**src/rtl/pwm_edge_pkg.sv**
```systemverilog
package pwm_edge_pkg;

    parameter int PWM_DW    = 8;   // register and step width
    parameter int PWM_AW    = 8;   // byte offset width
    parameter int PWM_GRP_W = 8;   // channels per enable register

    localparam int OFS_PRESC   = 'h00;
    localparam int OFS_PERIOD  = 'h04;
    localparam int OFS_EN_BASE = 'h08;
    localparam int OFS_EN_STEP = 4;
    localparam int OFS_EDGE    = 'h10;
    localparam int EDGE_STRIDE = 8;
    localparam int FALL_OFS    = 4;
    localparam int OFS_SYNC    = 'hE4;

    typedef logic [PWM_DW-1:0] pwm_val_t;

    typedef struct packed {
        pwm_val_t presc;
        pwm_val_t period;
    } pwm_tb_cfg_t;

    typedef struct packed {
        pwm_val_t rise;
        pwm_val_t fall;
    } pwm_edges_t;

    function automatic logic addr_hit(logic [PWM_AW-1:0] a, int ofs);
        return a == PWM_AW'(ofs);
    endfunction

    // Output level for one step position given an edge pair.
    function automatic logic pwm_level(pwm_val_t step, pwm_edges_t e);
        if (e.rise < e.fall)
            return (step >= e.rise) && (step < e.fall);
        else if (e.fall < e.rise)
            return (step >= e.rise) || (step < e.fall);
        else
            return 1'b0;
    endfunction

endpackage

```
**src/rtl/pwm_edge_regs.sv**
```systemverilog
module pwm_edge_regs
    import pwm_edge_pkg::*;
#(
    parameter int NUM_CH  = 16,
    parameter int NUM_GRP = 2
)(
    input  logic                          clk,
    input  logic                          rst,
    input  logic                          wr_en,
    input  logic [PWM_AW-1:0]             addr,
    input  pwm_val_t                      wdata,
    output pwm_val_t                      rdata,
    output pwm_tb_cfg_t                   shd_tb,
    output pwm_edges_t [NUM_CH-1:0]       shd_edges,
    output logic [NUM_CH-1:0]             chan_en,
    output logic                          sync_mode
);

    localparam int EN_W = NUM_GRP * PWM_GRP_W;

    logic [EN_W-1:0] en_q;

    assign chan_en = en_q[NUM_CH-1:0];

    always_ff @(posedge clk) begin
        if (rst) begin
            shd_tb    <= '0;
            shd_edges <= '0;
            en_q      <= '0;
            sync_mode <= 1'b0;
        end else if (wr_en) begin
            if (addr_hit(addr, OFS_PRESC))  shd_tb.presc  <= wdata;
            if (addr_hit(addr, OFS_PERIOD)) shd_tb.period <= wdata;
            if (addr_hit(addr, OFS_SYNC))   sync_mode     <= wdata[0];
            for (int g = 0; g < NUM_GRP; g++) begin
                if (addr_hit(addr, OFS_EN_BASE + g * OFS_EN_STEP))
                    en_q[g*PWM_GRP_W +: PWM_GRP_W] <= wdata;
            end
            for (int ch = 0; ch < NUM_CH; ch++) begin
                if (addr_hit(addr, OFS_EDGE + ch * EDGE_STRIDE))
                    shd_edges[ch].rise <= wdata;
                if (addr_hit(addr, OFS_EDGE + ch * EDGE_STRIDE + FALL_OFS))
                    shd_edges[ch].fall <= wdata;
            end
        end
    end

    always_comb begin
        rdata = '0;
        if (addr_hit(addr, OFS_PRESC))  rdata = shd_tb.presc;
        if (addr_hit(addr, OFS_PERIOD)) rdata = shd_tb.period;
        if (addr_hit(addr, OFS_SYNC))   rdata = {{(PWM_DW-1){1'b0}}, sync_mode};
        for (int g = 0; g < NUM_GRP; g++) begin
            if (addr_hit(addr, OFS_EN_BASE + g * OFS_EN_STEP))
                rdata = en_q[g*PWM_GRP_W +: PWM_GRP_W];
        end
        for (int ch = 0; ch < NUM_CH; ch++) begin
            if (addr_hit(addr, OFS_EDGE + ch * EDGE_STRIDE))
                rdata = shd_edges[ch].rise;
            if (addr_hit(addr, OFS_EDGE + ch * EDGE_STRIDE + FALL_OFS))
                rdata = shd_edges[ch].fall;
        end
    end

endmodule

```
**src/rtl/pwm_edge_timebase.sv**
```systemverilog
module pwm_edge_timebase
    import pwm_edge_pkg::*;
(
    input  logic        clk,
    input  logic        rst,
    input  pwm_tb_cfg_t cfg,
    output pwm_val_t    step,
    output pwm_val_t    presc_cnt,
    output logic        period_end
);

    logic tick;

    assign tick       = presc_cnt >= cfg.presc;
    assign period_end = tick && (step >= cfg.period);

    always_ff @(posedge clk) begin
        if (rst) begin
            presc_cnt <= '0;
            step      <= '0;
        end else begin
            presc_cnt <= tick ? '0 : presc_cnt + 1'b1;
            if (tick)
                step <= (step >= cfg.period) ? '0 : step + 1'b1;
        end
    end

endmodule

```
**src/rtl/pwm_edge_chan.sv**
```systemverilog
module pwm_edge_chan
    import pwm_edge_pkg::*;
(
    input  logic       clk,
    input  logic       rst,
    input  logic       en,
    input  pwm_val_t   step,
    input  pwm_edges_t edges,
    output logic       out
);

    always_ff @(posedge clk) begin
        if (rst) out <= 1'b0;
        else     out <= en && pwm_level(step, edges);
    end

endmodule

```
**src/rtl/pwm_edge_ctrl.sv**
```systemverilog
module pwm_edge_ctrl
    import pwm_edge_pkg::*;
#(
    parameter int NUM_CH = 16
)(
    input  logic              clk,
    input  logic              rst,
    input  logic              psel,
    input  logic              penable,
    input  logic              pwrite,
    input  logic [PWM_AW-1:0] paddr,
    input  logic [PWM_DW-1:0] pwdata,
    output logic [PWM_DW-1:0] prdata,
    output logic [NUM_CH-1:0] pwm_out
);

    localparam int NUM_GRP = (NUM_CH + PWM_GRP_W - 1) / PWM_GRP_W;

    pwm_tb_cfg_t             shd_tb, act_tb;
    pwm_edges_t [NUM_CH-1:0] shd_edges, act_edges;
    logic [NUM_CH-1:0]       chan_en;
    logic                    sync_mode;
    logic                    period_end;
    pwm_val_t                step, presc_cnt;
    logic                    wr_en;

    assign wr_en = psel && penable && pwrite;

    pwm_edge_regs #(.NUM_CH(NUM_CH), .NUM_GRP(NUM_GRP)) u_regs (
        .clk(clk), .rst(rst), .wr_en(wr_en), .addr(paddr), .wdata(pwdata),
        .rdata(prdata), .shd_tb(shd_tb), .shd_edges(shd_edges),
        .chan_en(chan_en), .sync_mode(sync_mode)
    );

    // Shadow to active transfer: every clock, or only at a period end.
    always_ff @(posedge clk) begin
        if (rst) begin
            act_tb    <= '0;
            act_edges <= '0;
        end else if (!sync_mode || period_end) begin
            act_tb    <= shd_tb;
            act_edges <= shd_edges;
        end
    end

    pwm_edge_timebase u_tb (
        .clk(clk), .rst(rst), .cfg(act_tb), .step(step),
        .presc_cnt(presc_cnt), .period_end(period_end)
    );

    for (genvar i = 0; i < NUM_CH; i++) begin : g_chan
        pwm_edge_chan u_chan (
            .clk(clk), .rst(rst), .en(chan_en[i]), .step(step),
            .edges(act_edges[i]), .out(pwm_out[i])
        );
    end

endmodule

```
**config.mk**
```make
export PLATFORM = sky130hd
export DESIGN_NAME = pwm_edge_ctrl
export DESIGN_NICKNAME = d
export VERILOG_FILES = /design/src/rtl/pwm_edge_pkg.sv /design/src/rtl/pwm_edge_regs.sv /design/src/rtl/pwm_edge_timebase.sv /design/src/rtl/pwm_edge_chan.sv /design/src/rtl/pwm_edge_ctrl.sv
export SDC_FILE = /design/constraint.sdc
export NUM_CORES = 2
export LEC_CHECK = 0
export ABC_AREA = 1
export BUFFER_PORTS_ARGS = -buffer_cell sky130_fd_sc_hd__buf_2
export CAP_MARGIN = 25
export CORE_ASPECT_RATIO = 1.25
export CORE_MARGIN = 2
export CORE_UTILIZATION = 69
export CTS_CLUSTER_DIAMETER = 30
export DETAILED_ROUTE_END_ITERATION = 12
export PLACE_DENSITY = 0.9
export REMOVE_ABC_BUFFERS = 1
export SYNTH_ARGS = -nofsm -noshare
export SYNTH_HDL_FRONTEND = slang
export SYNTH_SLANG_ARGS = --single-unit
```
**constraint.sdc**
```tcl
create_clock -name clk -period 6.5 [get_ports clk]
set_input_delay 1.3 -clock clk [delete_from_list [all_inputs] [get_ports clk]]
set_output_delay 1.3 -clock clk [all_outputs]
set_load 0.05 [all_outputs]
```
==> impl_metrics.ini <==
[outcome]
outcome = finished clean

[grt]
grt_max_degree = 221
grt_pass1_wl_um = 150000
first_global_vias = 29242
overflow = 0
grtUsageTotal = 0.3976
antenna_found_initial = 2

[setup_path]
crit_start = paddr[2]
cpLargestDelayFamily = simple AND/OR/NAND/NOR gates
worst-path-max-fanout = 10
cp_num_buf_inv = 4
r2r_start = u_tb.step[0]
reg2reg_to = act_edges[205]
arrival_ps = 4480
r2r_cells = 15
worstSetupPathType = primary input to output pin
cpMaxStageDelayCell = nor2_1
cp.depth = 25
endpoint_kind = output pin
setup.worst_path.end = prdata[5]
crit_path_start_kind = primary input
regToRegSetupSlack_ps = 2360
critPathMaxStageDelay_ps = 300
crit_required_ps = 5200

[cells_and_area]
area_delta_synth_final_pct = 12.04
layout_commonest_cell = a21oi_1
final_cell_mix = a21oi_1, inv_1, o21ai_0
nets = 4520
drive_above_1_share = 0.06598
fillers = 2891
diodes = 0
layout.cells.non_filler = 4776

[yosys]
synth-seq-area-share = 0.3793
synth-edff-count = 0
synth_area_per_cell_um2 = 7.536
synth_top_area_cell = dfxtp_1
ys_types = 37
synthTopCellsByArea = dfxtp_1, ha_1, a21oi_1
synth-async-reset-ratio = 0
ys_seq_elements = 593
yosys.area.top_type_share = 0.3793
syn_inst = 4153
yosys_warnings = 0
synth-main-ff-cell = dfxtp_1
synth_area_mm2 = 0.03130

[placement]
place_hpwl_um = 59990
place.gp.congestion = 0.9799
port_buffers = 44
place_inst = 4591
post-place-ws_ps = 927.1

[timing]
grt_setup_unrepaired = no
worst_clock_skew_ps = 27.83
hold_ws_ps = 467.2
fin_crit_sh = 0.8888
hold_viol_final = 0
period_needed_ps = 5777
tns_ps = 0
timing.final.ws_setup_ps = 722.6
finalSetupViolations = 0
slew-limit-headroom = 0.1195
slew_violations = 0
max_freq_ghz = 0.1731
worst_pin_slew_ps = 1321

[power_and_ir_drop]
power_leakage_nw = 13.73
p_sw_mw = 2.211
comb_power_share = 0.023
ir_worst_vdd_v = 0.0002592
seqPwrFrac = 0.396
clockPowerShare = 0.581
p_total_mw = 9.187
swShare = 0.2407
power.density_mw_per_mm2 = 262.0
p_int_mw = 6.976

[routing]
dr.pass1.iters = 6
wire_per_inst_um = 19.99
detail-route-antenna-nets = 0
via_count = 29912
avgViaCountPerCell = 6.263
wl_um = 95490
first_iter_violations = 3439
drc_errors = 0

[floorplanning]
rows = 87
num_io_pins = 45
dieWidth_um = 194.5
fp.dieH_um = 242.1
initial_core_util = 0.6961
core_area_mm2 = 0.04496
die_area_mm2 = 0.04709

[clock_tree]
cts_buffers = 97
path_clk_slew_ps = 50
cts_resized = 0
cts_setup_buffers = 0
htree_num_levels = 3
cts_hold_buffers = 0
clockBufferDepth = 3
cts_tree = done
clkLatencyLatePin_ps = 660
root_buffer = clkbuf_16
cts.sinks = 593

[worst_hold_path]
hp-class = flip-flop to flip-flop

[flow_run]
maxCapViolations = 0
## worst min path at each step
| stage | cells after the start | from | to | slack, ps |
|---|---|---|---|---|
| finish | 2 | act_tb[15] | act_tb[15] | 470 |
| global route | 2 | act_tb[1] | act_tb[1] | 480 |
| CTS | 1 | u_tb.presc_cnt[0] | u_tb.presc_cnt[0] | 470 |
| detailed placement | 1 | u_tb.presc_cnt[0] | u_tb.presc_cnt[0] | 450 |
| global placement | 2 | act_tb[1] | act_tb[1] | 450 |
| floorplan | 1 | u_tb.presc_cnt[0] | u_tb.presc_cnt[0] | 430 |
## final cells by class
class / instances / area, µm² / share of cell area
Multi-Input combinational cell: 2739 / 16290 / 0.4645
Sequential cell: 593 / 11880 / 0.3388
Clock buffer: 107 / 2535 / 0.07230
Inverter: 611 / 2303 / 0.06569
Clock inverter: 77 / 874.6 / 0.02494
Tap cell: 578 / 723.2 / 0.02063
Timing Repair Buffer: 71 / 461.7 / 0.01317
## synth_stat cells (2+ instances only)
cell and instances:
a2111oi_0 18, a211o_1 2, a211oi_1 10, a21boi_0 15
a21o_1 10, a21oi_1 652, a31oi_1 2, buf_1 8
buf_2 3, buf_4 16, clkbuf_1 183, clkinv_1 6
dfxtp_1 593, ha_1 386, inv_1 601, inv_2 4
nand2_1 443, nand2_2 2, nand3_1 64, nand3_2 2
nand4_1 89, nor2_1 312, nor2_2 5, nor3_1 18
nor3b_1 4, o211ai_1 21, o21a_1 66, o21ai_0 587
o21bai_1 11, o221ai_1 9, or2_2 3, xor2_1 3
## metrics by stage
step | cell area (µm²) | util
after floorplan | 30440 | -
after global placement | 31640 | 0.7037
after detailed placement | 31640 | 0.7038
after CTS | 35050 | 0.7797
after global routing | 35060 | 0.7799
final | 35060 | 0.7799
## tightest hold or removal path, delay by kind of cell, from the launching register on
kind                   cells  cell delay, ps
flip-flops                 1             290
buffers and inverters      1              70
AO/OA/AOI/OAI              1              60
## registers in the layout, summed over array words and instances, names as in the netlist
signal,cells
act_edges,256
u_tb.step,8
u_tb.presc_cnt,8
g_chan.u_chan.out,16
act_tb,16
u_regs.shd_edges,256
u_regs.shd_tb,16
u_regs.sync_mode,1
u_regs.chan_en,16
## power by group through the flow
stage / clock network, mW / registers [mW] / logic, mW
finish: 5.34 / 3.64 / 0.210
global route: 5.49 / 3.64 / 0.226
CTS: 5.33 / 3.64 / 0.200
detailed placement: 0 / 3.72 / 0.195
global placement: 0 / 3.72 / 0.190
floorplan: 0 / 3.72 / 0.120
## routing by layer
layer / share of wire / global-route usage
met1: 0.36 / 0.4487
met2: 0.46 / 0.6578
met3: 0.092 / 0.07532
met4: 0.090 / 0.3206
met5: 0.00014 / 0
## cell families (layout without fill, tap and decap cells)
logic type	count (synthesis)	after routing	synth area share
fa+ha+maj	386	386	0.1543
flops	593	593	0.3793
buf+inv	821	866	0.1005
mux	1	1	0.0003199
xor+xnor	4	4	0.001120
compound gates	1406	1406	0.2393
simple gates	942	942	0.1251
Power figures use the tool's default switching activity.
